`config.mk`:
```
export PLATFORM = sky130hd
export DESIGN_NAME = dsc_chain_seq
export DESIGN_NICKNAME = d
export VERILOG_FILES = /design/src/rtl/dsc_pkg.sv /design/src/rtl/dsc_sema.sv /design/src/rtl/dsc_fetch.sv /design/src/rtl/dsc_chain_seq.sv
export SDC_FILE = /design/constraint.sdc
export NUM_CORES = 1
export LEC_CHECK = 0
export CAP_MARGIN = 10
export CORE_MARGIN = 3
export CORE_UTILIZATION = 51
export CTS_CLUSTER_SIZE = 8
export DETAILED_ROUTE_END_ITERATION = 8
export PLACE_DENSITY = 0.86
export SLEW_MARGIN = 40
export SYNTH_ARGS = -nofsm -noshare
export SYNTH_HDL_FRONTEND = slang
export SYNTH_HIERARCHICAL = 1
export SYNTH_SLANG_ARGS = --single-unit
```
`constraint.sdc`:
```
create_clock -name clk_i -period 5.1 [get_ports clk_i]
set_input_delay 0.51 -clock clk_i [delete_from_list [all_inputs] [get_ports clk_i]]
set_output_delay 0.51 -clock clk_i [all_outputs]
set_load 0.01 [all_outputs]
```
`src/rtl/dsc_pkg.sv`:
```
package dsc_pkg;
  localparam int DESC_WORDS = 3;
  localparam int W_NEXT     = 0;
  localparam int W_CMD      = 1;
  localparam int W_BUF      = 2;
  localparam int CHAIN_BIT  = 2;
  localparam int DEC_BIT    = 6;

  typedef enum logic [1:0] {
    ST_IDLE  = 2'd0,
    ST_FETCH = 2'd1,
    ST_EXEC  = 2'd2
  } seq_state_e;
endpackage

```
`src/rtl/dsc_sema.sv`:
```
module dsc_sema #(
  parameter int SEMA_W = 8
) (
  input  logic              clk_i,
  input  logic              rst_ni,
  input  logic              clr_i,
  input  logic              add_i,
  input  logic [SEMA_W-1:0] add_val_i,
  input  logic              dec_i,
  output logic [SEMA_W-1:0] cnt_o,
  output logic [SEMA_W-1:0] cnt_next_o
);
  logic [SEMA_W-1:0] cnt_q;
  logic [SEMA_W-1:0] add_term;

  assign add_term   = add_i ? add_val_i : '0;
  assign cnt_next_o = clr_i ? '0 : (cnt_q + add_term - SEMA_W'(dec_i));
  assign cnt_o      = cnt_q;

  always_ff @(posedge clk_i or negedge rst_ni) begin
    if (!rst_ni) cnt_q <= '0;
    else         cnt_q <= cnt_next_o;
  end

  // a decrement only ever lands on a live count
  p_sema_no_underflow_r6: assert property (@(posedge clk_i) disable iff (!rst_ni)
    (dec_i && !clr_i) |-> (cnt_q != '0 || (add_i && add_val_i != '0)));
endmodule

```
`src/rtl/dsc_fetch.sv`:
```
module dsc_fetch
  import dsc_pkg::*;
#(
  parameter int ADDR_W = 32,
  parameter int SEMA_W = 8,
  parameter int WORD_W = 32
) (
  input  logic              clk_i,
  input  logic              rst_ni,
  input  logic              clr_i,
  input  logic              start_req_i,
  input  logic              nxt_we_i,
  input  logic [ADDR_W-1:0] nxt_addr_i,
  input  logic [SEMA_W-1:0] sema_next_i,
  output logic              mem_req_o,
  output logic [ADDR_W-1:0] mem_addr_o,
  input  logic              mem_valid_i,
  input  logic [WORD_W-1:0] mem_rdata_i,
  output logic              exe_req_o,
  output logic [WORD_W-1:0] exe_cmd_o,
  output logic [WORD_W-1:0] exe_buf_o,
  input  logic              exe_ack_i,
  output logic              complete_o,
  output logic              dec_o,
  output logic              busy_o,
  output logic [ADDR_W-1:0] nxt_o
);
  localparam int IDX_W = $clog2(DESC_WORDS);
  localparam logic [IDX_W-1:0] IDX_LAST = IDX_W'(DESC_WORDS - 1);

  seq_state_e        st_q;
  logic [IDX_W-1:0]  idx_q;
  logic [ADDR_W-1:0] nxt_q;
  logic [WORD_W-1:0] word_q [DESC_WORDS];
  logic              chain;

  for (genvar g = 0; g < DESC_WORDS; g++) begin : g_word
    always_ff @(posedge clk_i or negedge rst_ni) begin
      if (!rst_ni) word_q[g] <= '0;
      else if (st_q == ST_FETCH && mem_valid_i && !clr_i && idx_q == IDX_W'(g))
        word_q[g] <= mem_rdata_i;
    end
  end

  assign chain      = word_q[W_CMD][CHAIN_BIT];
  assign complete_o = (st_q == ST_EXEC) && exe_ack_i && !clr_i;
  assign dec_o      = complete_o && word_q[W_CMD][DEC_BIT];
  assign busy_o     = (st_q != ST_IDLE);
  assign mem_req_o  = (st_q == ST_FETCH);
  assign mem_addr_o = nxt_q + ADDR_W'({idx_q, 2'b00});
  assign exe_req_o  = (st_q == ST_EXEC);
  assign exe_cmd_o  = word_q[W_CMD];
  assign exe_buf_o  = word_q[W_BUF];
  assign nxt_o      = nxt_q;

  always_ff @(posedge clk_i or negedge rst_ni) begin
    if (!rst_ni) begin
      st_q  <= ST_IDLE;
      idx_q <= '0;
      nxt_q <= '0;
    end else if (clr_i) begin
      st_q  <= ST_IDLE;
      idx_q <= '0;
    end else begin
      case (st_q)
        ST_IDLE: begin
          if (nxt_we_i) nxt_q <= nxt_addr_i;
          if (start_req_i) begin
            st_q  <= ST_FETCH;
            idx_q <= '0;
          end
        end
        ST_FETCH: begin
          if (mem_valid_i) begin
            if (idx_q == IDX_LAST) begin
              st_q  <= ST_EXEC;
              idx_q <= '0;
            end else begin
              idx_q <= idx_q + 1'b1;
            end
          end
        end
        ST_EXEC: begin
          if (exe_ack_i) begin
            if (chain) nxt_q <= word_q[W_NEXT][ADDR_W-1:0];
            st_q <= (chain && sema_next_i != '0) ? ST_FETCH : ST_IDLE;
          end
        end
        default: st_q <= ST_IDLE;
      endcase
    end
  end

  p_fetch_hold_r4: assert property (@(posedge clk_i) disable iff (!rst_ni)
    (mem_req_o && !mem_valid_i && !clr_i) |=> (mem_req_o && $stable(mem_addr_o)));

  p_exec_hold_r5: assert property (@(posedge clk_i) disable iff (!rst_ni)
    (exe_req_o && !exe_ack_i && !clr_i) |=> (exe_req_o && $stable(exe_buf_o)));

  p_nxt_frozen_r11: assert property (@(posedge clk_i) disable iff (!rst_ni)
    (st_q == ST_FETCH) |=> (nxt_q == $past(nxt_q)));
endmodule

```
`src/rtl/dsc_chain_seq.sv`:
```
module dsc_chain_seq #(
  parameter int ADDR_W = 32,
  parameter int SEMA_W = 8
) (
  input  logic              clk_i,
  input  logic              rst_ni,
  input  logic              chan_rst_i,
  input  logic              nxt_we_i,
  input  logic [ADDR_W-1:0] nxt_addr_i,
  input  logic              sema_we_i,
  input  logic [SEMA_W-1:0] sema_val_i,
  output logic [SEMA_W-1:0] sema_o,
  output logic [ADDR_W-1:0] nxt_addr_o,
  output logic              busy_o,
  output logic              cmd_done_o,
  output logic              mem_req_o,
  output logic [ADDR_W-1:0] mem_addr_o,
  input  logic              mem_valid_i,
  input  logic [31:0]       mem_rdata_i,
  output logic              exe_req_o,
  output logic [31:0]       exe_cmd_o,
  output logic [31:0]       exe_buf_o,
  input  logic              exe_ack_i
);
  localparam int WORD_W = 32;

  logic              complete;
  logic              dec;
  logic              start_req;
  logic [SEMA_W-1:0] sema_next;
  logic              done_q;

  assign start_req = sema_we_i && (sema_val_i != '0);

  dsc_sema #(.SEMA_W(SEMA_W)) u_sema (
    .clk_i      (clk_i),
    .rst_ni     (rst_ni),
    .clr_i      (chan_rst_i),
    .add_i      (sema_we_i),
    .add_val_i  (sema_val_i),
    .dec_i      (dec),
    .cnt_o      (sema_o),
    .cnt_next_o (sema_next)
  );

  dsc_fetch #(.ADDR_W(ADDR_W), .SEMA_W(SEMA_W), .WORD_W(WORD_W)) u_fetch (
    .clk_i       (clk_i),
    .rst_ni      (rst_ni),
    .clr_i       (chan_rst_i),
    .start_req_i (start_req),
    .nxt_we_i    (nxt_we_i),
    .nxt_addr_i  (nxt_addr_i),
    .sema_next_i (sema_next),
    .mem_req_o   (mem_req_o),
    .mem_addr_o  (mem_addr_o),
    .mem_valid_i (mem_valid_i),
    .mem_rdata_i (mem_rdata_i),
    .exe_req_o   (exe_req_o),
    .exe_cmd_o   (exe_cmd_o),
    .exe_buf_o   (exe_buf_o),
    .exe_ack_i   (exe_ack_i),
    .complete_o  (complete),
    .dec_o       (dec),
    .busy_o      (busy_o),
    .nxt_o       (nxt_addr_o)
  );

  always_ff @(posedge clk_i or negedge rst_ni) begin
    if (!rst_ni) done_q <= 1'b0;
    else         done_q <= complete;
  end
  assign cmd_done_o = done_q;

  p_done_single_r5: assert property (@(posedge clk_i) disable iff (!rst_ni)
    cmd_done_o |=> !cmd_done_o);

  p_stop_at_zero_r9: assert property (@(posedge clk_i) disable iff (!rst_ni)
    (cmd_done_o && sema_o == '0) |-> !busy_o);

  p_chan_rst_idle_r12: assert property (@(posedge clk_i) disable iff (!rst_ni)
    chan_rst_i |=> (!busy_o && sema_o == '0 && !mem_req_o && !exe_req_o && !cmd_done_o));
endmodule

```
==> results.sh, run 1 <==
export IMPL_status="finished clean"
export IMPL_rrSetupSlack_ns=1.50
export IMPL_path_delay_family="simple AND/OR/NAND/NOR gates"
export IMPL_cts_root_buf="clkbuf_16"
export IMPL_worst_hold_slack_ns=0.129
export IMPL_cts_setup_buffers=0
export IMPL_use_met3_pct=7.55
export IMPL_worstReg2RegEnd="u_fetch/st_q[0]$_DFFE_PN0P_"
export IMPL_ctsResizeCount=0
export IMPL_vias_per_cell=5.38
export IMPL_setup_viol=0
export IMPL_place_area_mm2=0.00901
export IMPL_globalplace_congestion=0.796
export IMPL_wl_um=18000
export IMPL_cpPeakStageDelay_ns=0.74
export IMPL_finish_utilization_pct=71.6
export IMPL_critPathSlowestCell="clkdlybuf4s50_1"
export IMPL_grt_pass1_vias=5546
export IMPL_drc=0
export IMPL_rsz0062_at_grt="false"
export IMPL_tightest_slew_ns=0.784
export IMPL_grt_first_pass_wirelength_um=29100
export IMPL_io_pins=219
export IMPL_criticalPathCategory="in -> reg"
export IMPL_p_leak_nw=4.18
export IMPL_rr_worst_depth=15
export IMPL_ys_top_cells_by_count="dfrtp_1 (141), mux2_2 (95), buf_4 (66), nand2_1 (48), o21ai_0 (35)"
export IMPL_synthCells=614
export IMPL_syn_nets=711
export IMPL_avgSynthCellArea_um2=11.6
export IMPL_portBuffers=218
export IMPL_grt_max_degree=93
export IMPL_clk_latency_ns=0.41
export IMPL_tns_ns=0
export IMPL_crit_path_cell_trace="clkdlybuf4s50_1 > nor4b_1 > and2_1 > ha_1 > inv_1 > ha_1 > fa_1 > a21o_1 > a21oi_1 > xor2_1 > nor2_1 > nor4_1 > nand2_1 > a41oi_1 > nor2_1"
export IMPL_critPathArrivalTime_ns=4.13
export IMPL_ys_seq_elements=141
export IMPL_ys_flop_type="dfrtp_1"
export IMPL_core_area_mm2=0.0135
export IMPL_cts_tree="built"
export IMPL_ant_nets=0
export IMPL_dp_hpwl_um=13000
export IMPL_grtUsageTotal_pct=23.5
export IMPL_rows=42
export IMPL_initial_core_util_pct=53.1
export IMPL_hold_violations=0
export IMPL_numCtsBuffers=17
export IMPL_fp_dieH_um=124
export IMPL_grt_ovfl_total=0
export IMPL_timing_fmax_mhz=259
export IMPL_vias=5151
export IMPL_fin_crit_sh_pct=75.6
export IMPL_crit_fanout=17
export IMPL_die_w_um=124
export IMPL_drt_iter0_drc=240
export IMPL_r2r_start="u_fetch/st_q[1]$_DFFE_PN0P_"
export IMPL_synthTopCellsByArea="dfrtp_1 (49%), mux2_2 (15%), buf_4 (6.9%), mux2i_1 (4.8%), xnor2_1 (3.6%)"
export IMPL_cts_hold_buf=0
export IMPL_syn_area_mm2=0.00715
export IMPL_yosys_warnings=6
export IMPL_synth_edf_count=0
export IMPL_cts_max_path_buffers=2
export IMPL_antenna_found_initial=0
export IMPL_synthDistinctLibCells=46
export IMPL_powerDensity_mw_per_mm2=394
export IMPL_areaGrowthSynthToFinish_pct=34.8
export IMPL_num_nets_final=865
export IMPL_ir_drop_uv=253
export IMPL_end_kind="flop"
export IMPL_grt_use_met1_pct=26.8
export IMPL_cts_num_sinks=141
export IMPL_cp_required_ns=5.37
export IMPL_yosysMostFrequentCell="dfrtp_1"
export IMPL_slew_viol_final=0
export IMPL_cts_htree_levels=4
export IMPL_skew_ns=0.00551
export IMPL_cp_num_buf_inv=2
export IMPL_drt_pass1_iter_count=4
export IMPL_grtUsageMet2_pct=41.8
export IMPL_grt_busiest_layer="met2"
export IMPL_critPathLaunchType="primary input"
export IMPL_power_total_mw=3.79
export IMPL_worstHoldPathType="in -> async"
export IMPL_path_depth=15
export IMPL_post_synth_top_area_fraction_pct=49.4
export IMPL_fillerInstances=970
export IMPL_synth_top_area_cell="dfrtp_1"
export IMPL_max_slew_margin_rel_pct=47.4
export IMPL_dieArea_mm2=0.0155
export IMPL_antennaDiodeCount=0
export IMPL_yosysSeqAreaShare_pct=49.4
export IMPL_path_clk_slew_ns=0.06
export IMPL_post_drt_wl_per_cell_um=18.8
export IMPL_min_period_ns=3.85
export IMPL_drive_gt1_share_pct=18.1
export IMPL_final_area_mm2=0.00963
export IMPL_maxCapViolCount=0
export IMPL_async_reset_ff_share_pct=100
final cells by class:
class,instances,area [um2],area share [%]
clock buffers,22,474,4.92
clock inverters,10,138,1.43
inverters,22,82.6,0.857
multi-input cells,360,2940,30.5
flip-flops and latches,141,3530,36.6
well taps,176,220,2.29
repair buffers,226,2250,23.4
per-layer routing:
layer	wire, um	up-vias	part of all wire (%)
met4	394	0	2.2
met3	1270	35	7.1
met5	0	-	0
met2	9290	196	52
met1	7070	2538	39
li1	-	2382	-
placed cells by master (no fill, tap or decap), types with 2 or more instances in the layout:
cell type        instances
a211oi_1                 2
a21o_1                   6
a21oi_1                  5
and3_1                   3
and4_1                   4
buf_4                    7
bufinv_16                3
clkbuf_1                 2
clkbuf_16               17
clkbuf_8                 4
clkdlybuf4s50_1        217
clkinv_2                 2
clkinvlp_4               5
dfrtp_1                141
fa_1                     2
ha_1                    16
inv_1                   22
mux2_2                  95
mux2i_1                 34
nand2_1                 48
nand2b_1                 3
nand3_1                 18
nand3b_1                 2
nand4_1                 13
nor2_1                  10
nor2b_1                  2
nor3_1                   6
nor4_1                   5
o21ai_0                 35
xnor2_1                 29
xor2_1                   3
worst register-to-register path, delay by kind of cell (launching register included):
| kind | cells | cell delay (ns) |
|---|---|---|
| DFF | 1 | 0.51 |
| buffers and inverters | 2 | 0.20 |
| AOI/OAI and AO/OA | 3 | 0.61 |
| and+or+nand+nor | 6 | 1.20 |
| xor gates and xnor gates | 1 | 0.16 |
| adders and majority gates | 3 | 0.79 |
per-stage QoR:
step           std cells  setup WS, ns
2_1_floorplan        614          2.10
3_3_place_gp         922          1.24
3_5_place_dp         924         0.893
4_1_cts              956          1.33
5_1_grt              957         0.992
6_report             957          1.25
cell families after synthesis:
| family | synth area share (%) |
|---|---|
| xor+xnor | 3.92 |
| simple gates | 9.09 |
| fa+ha+maj | 3.36 |
| flops | 49.4 |
| compound gates | 4.46 |
| mux | 19.9 |
| buf+inv | 9.91 |
sequential cells by signal, summed over array words and instances, names as in the netlist:
| register | cells |
|---|---|
| cmd_done_o | 1 |
| u_fetch/word_q | 32 |
| u_fetch/st_q | 2 |
| u_fetch/exe_buf_o | 32 |
| u_fetch/exe_cmd_o | 32 |
| u_fetch/nxt_o | 32 |
| u_fetch/idx_q | 2 |
| u_sema/cnt_o | 8 |
report_power, final:
part           switching, mW  internal, mW
logic                  0.467         0.591
registers              0.155          1.31
clock network          0.462         0.806
worst max-delay path by stage:
stage,endpoint,start
floorplan,u_fetch/st_q[0]$_DFFE_PN0P_,u_fetch/st_q[1]$_DFFE_PN0P_
global placement,u_fetch/st_q[0]$_DFFE_PN0P_,chan_rst_i
detailed placement,u_fetch/st_q[0]$_DFFE_PN0P_,chan_rst_i
CTS,u_fetch/st_q[0]$_DFFE_PN0P_,chan_rst_i
global route,u_fetch/st_q[0]$_DFFE_PN0P_,chan_rst_i
finish,u_fetch/st_q[0]$_DFFE_PN0P_,chan_rst_i
Power figures use the tool's default switching activity.
==> run 2: changes to the inputs <==
--- a/config.mk
+++ b/config.mk
@@ -7,10 +7,10 @@
 export LEC_CHECK = 0
 export CAP_MARGIN = 10
 export CORE_MARGIN = 3
-export CORE_UTILIZATION = 51
+export CORE_UTILIZATION = 43
 export CTS_CLUSTER_SIZE = 8
 export DETAILED_ROUTE_END_ITERATION = 8
-export PLACE_DENSITY = 0.86
+export PLACE_DENSITY = 0.77
 export SLEW_MARGIN = 40
 export SYNTH_ARGS = -nofsm -noshare
 export SYNTH_HDL_FRONTEND = slang
==> constraint.sdc (replaced) <==
create_clock -name clk_i -period 3.4 [get_ports clk_i]
set_input_delay 0.34 -clock clk_i [delete_from_list [all_inputs] [get_ports clk_i]]
set_output_delay 0.34 -clock clk_i [all_outputs]
set_load 0.01 [all_outputs]
==> results.sh, run 2 (synthesis gave the netlist of run 1 again) <==
export IMPL_ant_nets=0
export IMPL_rows=46
export IMPL_critPathLaunchType="flop"
export IMPL_die_w_um=135
export IMPL_vias_per_cell=5.10
export IMPL_num_nets_final=873
export IMPL_antenna_found_initial=0
export IMPL_vias=5130
export IMPL_cts_root_buf="clkbuf_16"
export IMPL_status="finished clean"
export IMPL_critPathArrivalTime_ns=2.86
export IMPL_multiInputGateArea_mm2=0.00293
export IMPL_skew_ns=0.00657
export IMPL_fillerInstances=1255
export IMPL_layout_commonest_cell="clkdlybuf4s50_1"
export IMPL_numCtsBuffers=17
export IMPL_grtUsageTotal_pct=20.3
export IMPL_drt_pass1_iter_count=4
export IMPL_portBuffers=218
export IMPL_post_drt_wl_per_cell_um=18.2
export IMPL_p_leak_nw=4.22
export IMPL_rsz0062_at_grt="false"
export IMPL_cts_tree="built"
export IMPL_regArea_mm2=0.00353
export IMPL_cts_htree_levels=4
export IMPL_antennaDiodeCount=0
export IMPL_grt_max_degree=85
export IMPL_initial_core_util_pct=44.5
export IMPL_end_kind="output port"
export IMPL_core_area_mm2=0.0161
export IMPL_worstHoldPathType="reg -> reg"
export IMPL_power_total_mw=5.69
export IMPL_grt_first_pass_wirelength_um=29000
export IMPL_maxCapViolCount=0
export IMPL_globalplace_congestion=0.836
export IMPL_cts_max_path_buffers=2
export IMPL_cts_num_sinks=141
export IMPL_final_cell_mix="clkdlybuf4s50_1 (217), dfrtp_1 (141), mux2_2 (95), nand2_1 (48), o21ai_0 (35)"
export IMPL_tightest_slew_ns=0.769
export IMPL_grt_pass1_vias=5556
export IMPL_drive_gt1_share_pct=19.1
export IMPL_max_slew_margin_rel_pct=48.6
export IMPL_fp_dieH_um=135
export IMPL_timing_fmax_mhz=312
export IMPL_slew_viol_final=0
export IMPL_crit_fanout=12
export IMPL_fin_ws_ns=0.198
export IMPL_ir_drop_uv=391
export IMPL_cp_required_ns=3.06
export IMPL_areaGrowthSynthToFinish_pct=36.4
export IMPL_cpPeakStageDelay_ns=0.58
export IMPL_drt_iter0_drc=162
export IMPL_critPathSlowestCell="clkdlybuf4s50_1"
export IMPL_fin_crit_sh_pct=94.2
export IMPL_setup_viol=0
export IMPL_min_period_ns=3.20
export IMPL_dp_hpwl_um=13300
export IMPL_cts_setup_buffers=0
export IMPL_powerDensity_mw_per_mm2=584
export IMPL_criticalPathCategory="reg -> out"
export IMPL_clk_latency_ns=0.42
export IMPL_drc=0
export IMPL_grt_ovfl_total=0
export IMPL_crit_path_cell_trace="ha_1 > fa_1 > and4_2 > nand4_1 > xnor2_1 > clkdlybuf4s50_1"
export IMPL_wl_um=18300
export IMPL_path_clk_slew_ns=0.06
export IMPL_hold_violations=0
export IMPL_dieArea_mm2=0.0182
export IMPL_place_ws_ns=-0.136
export IMPL_finish_utilization_pct=60.7
export IMPL_io_pins=219
[run 2: through the flow]
step	hold WS (ns)	TNS, ns	cell area, um2	cells
final	0.474	0	9750	1005
after global routing	0.488	0	9750	1005
after CTS	0.00226	0	9740	1004
after detailed placement	0.453	-0.136	9120	972
after global placement	0.447	0	9110	972
after floorplan	0.0444	0	7150	614
[run 2: worst paths after layout]
path	startpoint	end	slack, ns	cells past startpoint
min in group asynchronous	rst_ni	u_sema/cnt_o[3]$_DFF_PN0_	0.51	2
setup reg to reg	u_fetch/st_q[1]$_DFFE_PN0P_	u_fetch/st_q[0]$_DFFE_PN0P_	0.23	15
max in group asynchronous	rst_ni	u_fetch/exe_buf_o[3]$_DFFE_PN0P_	2.12	3
setup / recovery	u_fetch/idx_q[0]$_DFFE_PN0P_	mem_addr_o[16]	0.20	6
hold reg to reg	u_fetch/st_q[0]$_DFFE_PN0P_	cmd_done_o$_DFF_PN0_	0.47	1
hold / removal	u_fetch/st_q[0]$_DFFE_PN0P_	cmd_done_o$_DFF_PN0_	0.47	1
[run 2: cell type report]
class	count	area share, %
inverters	22	0.847
clock buffers	17	4.36
clock inverters	15	1.94
repair buffers	234	23.8
well taps	216	2.77
multi-input cells	360	30.1
flip-flops and latches	141	36.2
[run 2: worst max-delay path, delay by kind of cell (launching register included)]
kind	cells	cell delay, ns
adder cells (fa/ha/maj)	2	0.68
buffers and inverters	1	0.58
AND/OR/NAND/NOR	2	0.57
flip-flops	1	0.45
XOR/XNOR	1	0.16
[run 2: timing repair]
action	CTS	global route
gates resized for setup	1	0
setup endpoints to repair	1	0
endpoints found under the hold margin	0	3
hold buffers	0	1
[run 2: layer usage]
metal | part of all wire (%) | global-route usage (%) | vias to the layer above | routed length [um]
met5 | 0 | 0 | - | 0
li1 | - | - | 2392 | -
met4 | 1.6 | 6.05 | 0 | 284
met2 | 51 | 35.1 | 184 | 9290
met3 | 7.0 | 6.56 | 23 | 1280
met1 | 41 | 24.1 | 2531 | 7410
[run 2: power breakdown]
group,switching [mW],internal (mW),leakage [nW]
Sequential,0.230,1.97,1.82
Combinational,0.687,0.889,2.11
Clock,0.747,1.17,0.288
Total,1.66,4.03,4.22
==> run 3: changes to the inputs <==
--- a/config.mk
+++ b/config.mk
@@ -6,7 +6,7 @@
 export NUM_CORES = 1
 export LEC_CHECK = 0
 export CAP_MARGIN = 10
-export CORE_MARGIN = 3
+export CORE_MARGIN = 5
 export CORE_UTILIZATION = 43
 export CTS_CLUSTER_SIZE = 8
 export DETAILED_ROUTE_END_ITERATION = 8
==> results.sh, run 3 (synthesis gave the netlist of run 1 again) <==
export IMPL_status="finished clean"
export IMPL_timing_fmax_mhz=318
export IMPL_cts_setup_buffers=0
export IMPL_clk_latency_ns=0.41
export IMPL_tightest_slew_ns=0.739
export IMPL_final_cell_mix="clkdlybuf4s50_1 (217), dfrtp_1 (141), mux2_2 (95), nand2_1 (48), o21ai_0 (35)"
export IMPL_rr_worst_depth=15
export IMPL_antenna_found_initial=0
export IMPL_cpPeakStageDelay_ns=0.58
export IMPL_tns_ns=0
export IMPL_io_pins=219
export IMPL_grt_ovfl_total=0
export IMPL_cp_required_ns=3.06
export IMPL_p_leak_nw=4.24
export IMPL_dieArea_mm2=0.0193
export IMPL_crit_fanout=12
export IMPL_max_slew_margin_rel_pct=50.6
export IMPL_wl_um=18100
export IMPL_layout_commonest_cell="clkdlybuf4s50_1"
export IMPL_vias=5143
export IMPL_end_kind="output port"
export IMPL_drt_iter0_drc=177
export IMPL_crit_path_cell_trace="ha_1 > fa_1 > and4_2 > nand4_1 > xnor2_1 > clkdlybuf4s50_1"
export IMPL_portBuffers=218
export IMPL_cts_htree_levels=4
export IMPL_initial_core_util_pct=43.4
export IMPL_critPathSlowestCell="clkdlybuf4s50_1"
export IMPL_critPathLaunchType="flop"
export IMPL_critPathArrivalTime_ns=2.81
export IMPL_setup_viol=0
export IMPL_skew_ns=0.00604
export IMPL_powerDensity_mw_per_mm2=592
export IMPL_globalplace_congestion=0.811
export IMPL_drc=0
export IMPL_maxCapViolCount=0
export IMPL_hold_violations=0
export IMPL_dp_hpwl_um=13300
export IMPL_worstReg2RegEnd="u_fetch/st_q[0]$_DFFE_PN0P_"
export IMPL_numCtsBuffers=17
export IMPL_path_clk_slew_ns=0.06
export IMPL_ir_drop_uv=342
export IMPL_criticalPathCategory="reg -> out"
export IMPL_slew_viol_final=0
export IMPL_r2r_start="u_fetch/st_q[1]$_DFFE_PN0P_"
export IMPL_rows=47
export IMPL_grt_pass1_vias=5499
export IMPL_antennaDiodeCount=0
export IMPL_fillerInstances=1325
export IMPL_cts_tree="built"
export IMPL_drt_pass1_iter_count=4
export IMPL_core_area_mm2=0.0165
export IMPL_grt_first_pass_wirelength_um=29400
export IMPL_num_nets_final=874
export IMPL_grt_max_degree=93
export IMPL_areaGrowthSynthToFinish_pct=37.4
export IMPL_rsz0062_at_grt="false"
export IMPL_fin_crit_sh_pct=92.6
export IMPL_drive_gt1_share_pct=19.1
export IMPL_min_period_ns=3.15
export IMPL_ant_nets=0
export IMPL_cts_root_buf="clkbuf_16"
export IMPL_grtUsageTotal_pct=18.8
export IMPL_cts_max_path_buffers=2
export IMPL_power_total_mw=5.81
export IMPL_die_w_um=139
export IMPL_post_drt_wl_per_cell_um=18.0
export IMPL_vias_per_cell=5.10
export IMPL_cts_num_sinks=141
export IMPL_fp_dieH_um=139
export IMPL_rrSetupSlack_ns=0.31
export IMPL_worstHoldPathType="in -> async"
## run 3: changes by cell type in the layout (fill, tap and decap cells not counted)
cell	before	now
nor4b_1	1	0
clkinv_4	3	2
nor4b_2	0	1
buf_16	0	1
clkbuf_1	0	1
clkinv_2	1	0
bufinv_16	3	5
inv_6	3	2
inv_8	1	0
## run 3: power by group
group	total (mW)	switching, mW	internal [mW]
logic	1.59	0.696	0.894
clock network	2.02	0.720	1.30
registers	2.19	0.224	1.97
total	5.81	1.64	4.17
## run 3: routing by layer
| layer | track usage (%) | routed length, um | up-vias |
|---|---|---|---|
| li1 | - | - | 2403 |
| met1 | 23.0 | 7480 | 2547 |
| met2 | 31.6 | 9050 | 167 |
| met3 | 6.21 | 1220 | 26 |
| met4 | 6.39 | 365 | 0 |
| met5 | 0 | 0 | - |
## run 3: worst max-delay path by stage
stage | start | endpoint
floorplan | u_fetch/st_q[1]$_DFFE_PN0P_ | u_fetch/st_q[0]$_DFFE_PN0P_
global placement | exe_ack_i | u_fetch/st_q[0]$_DFFE_PN0P_
detailed placement | exe_ack_i | u_fetch/st_q[0]$_DFFE_PN0P_
CTS | u_fetch/idx_q[0]$_DFFE_PN0P_ | mem_addr_o[24]
global route | u_fetch/st_q[1]$_DFFE_PN0P_ | u_fetch/st_q[0]$_DFFE_PN0P_
finish | u_fetch/idx_q[0]$_DFFE_PN0P_ | mem_addr_o[24]
## run 3: cell type report
cell class	count	area, um2	share of cell area (%)
Tap cell	220	275	2.80
Sequential cell	141	3530	35.9
Timing Repair Buffer	235	2350	23.9
Multi-Input combinational cell	360	2940	29.9
Clock buffer	18	429	4.37
Clock inverter	13	215	2.19
Inverter	22	82.6	0.841
## run 3: metrics by stage
| stage | cells | util, % | setup WS, ns | area [um2] | hold WS (ns) |
|---|---|---|---|---|---|
| 6_report | 1009 | 59.6 | 0.251 | 9820 | 0.361 |
| 3_5_place_dp | 976 | 55.4 | -0.0693 | 9130 | 0.467 |
| 4_1_cts | 1007 | 59.3 | 0.0284 | 9770 | 0.0331 |
| 3_3_place_gp | 976 | 55.4 | 0.0391 | 9120 | 0.460 |
| 5_1_grt | 1009 | 59.6 | 0.0402 | 9820 | 0.366 |
| 2_1_floorplan | 614 | - | 0.401 | 7150 | 0.0444 |
## run 3: critical path, delay by kind of cell, from the launching register on
kind | cells | cell delay, ns
flops | 1 | 0.45
buf+inv | 1 | 0.58
xor+xnor | 1 | 0.16
simple gates | 2 | 0.54
fa+ha+maj | 2 | 0.67
## run 3: timing repair
action,4_1_cts,5_1_grt
gates resized for setup,0,2
endpoints found under the hold margin,0,24
endpoints found under the setup margin,0,7
hold buffers,0,1
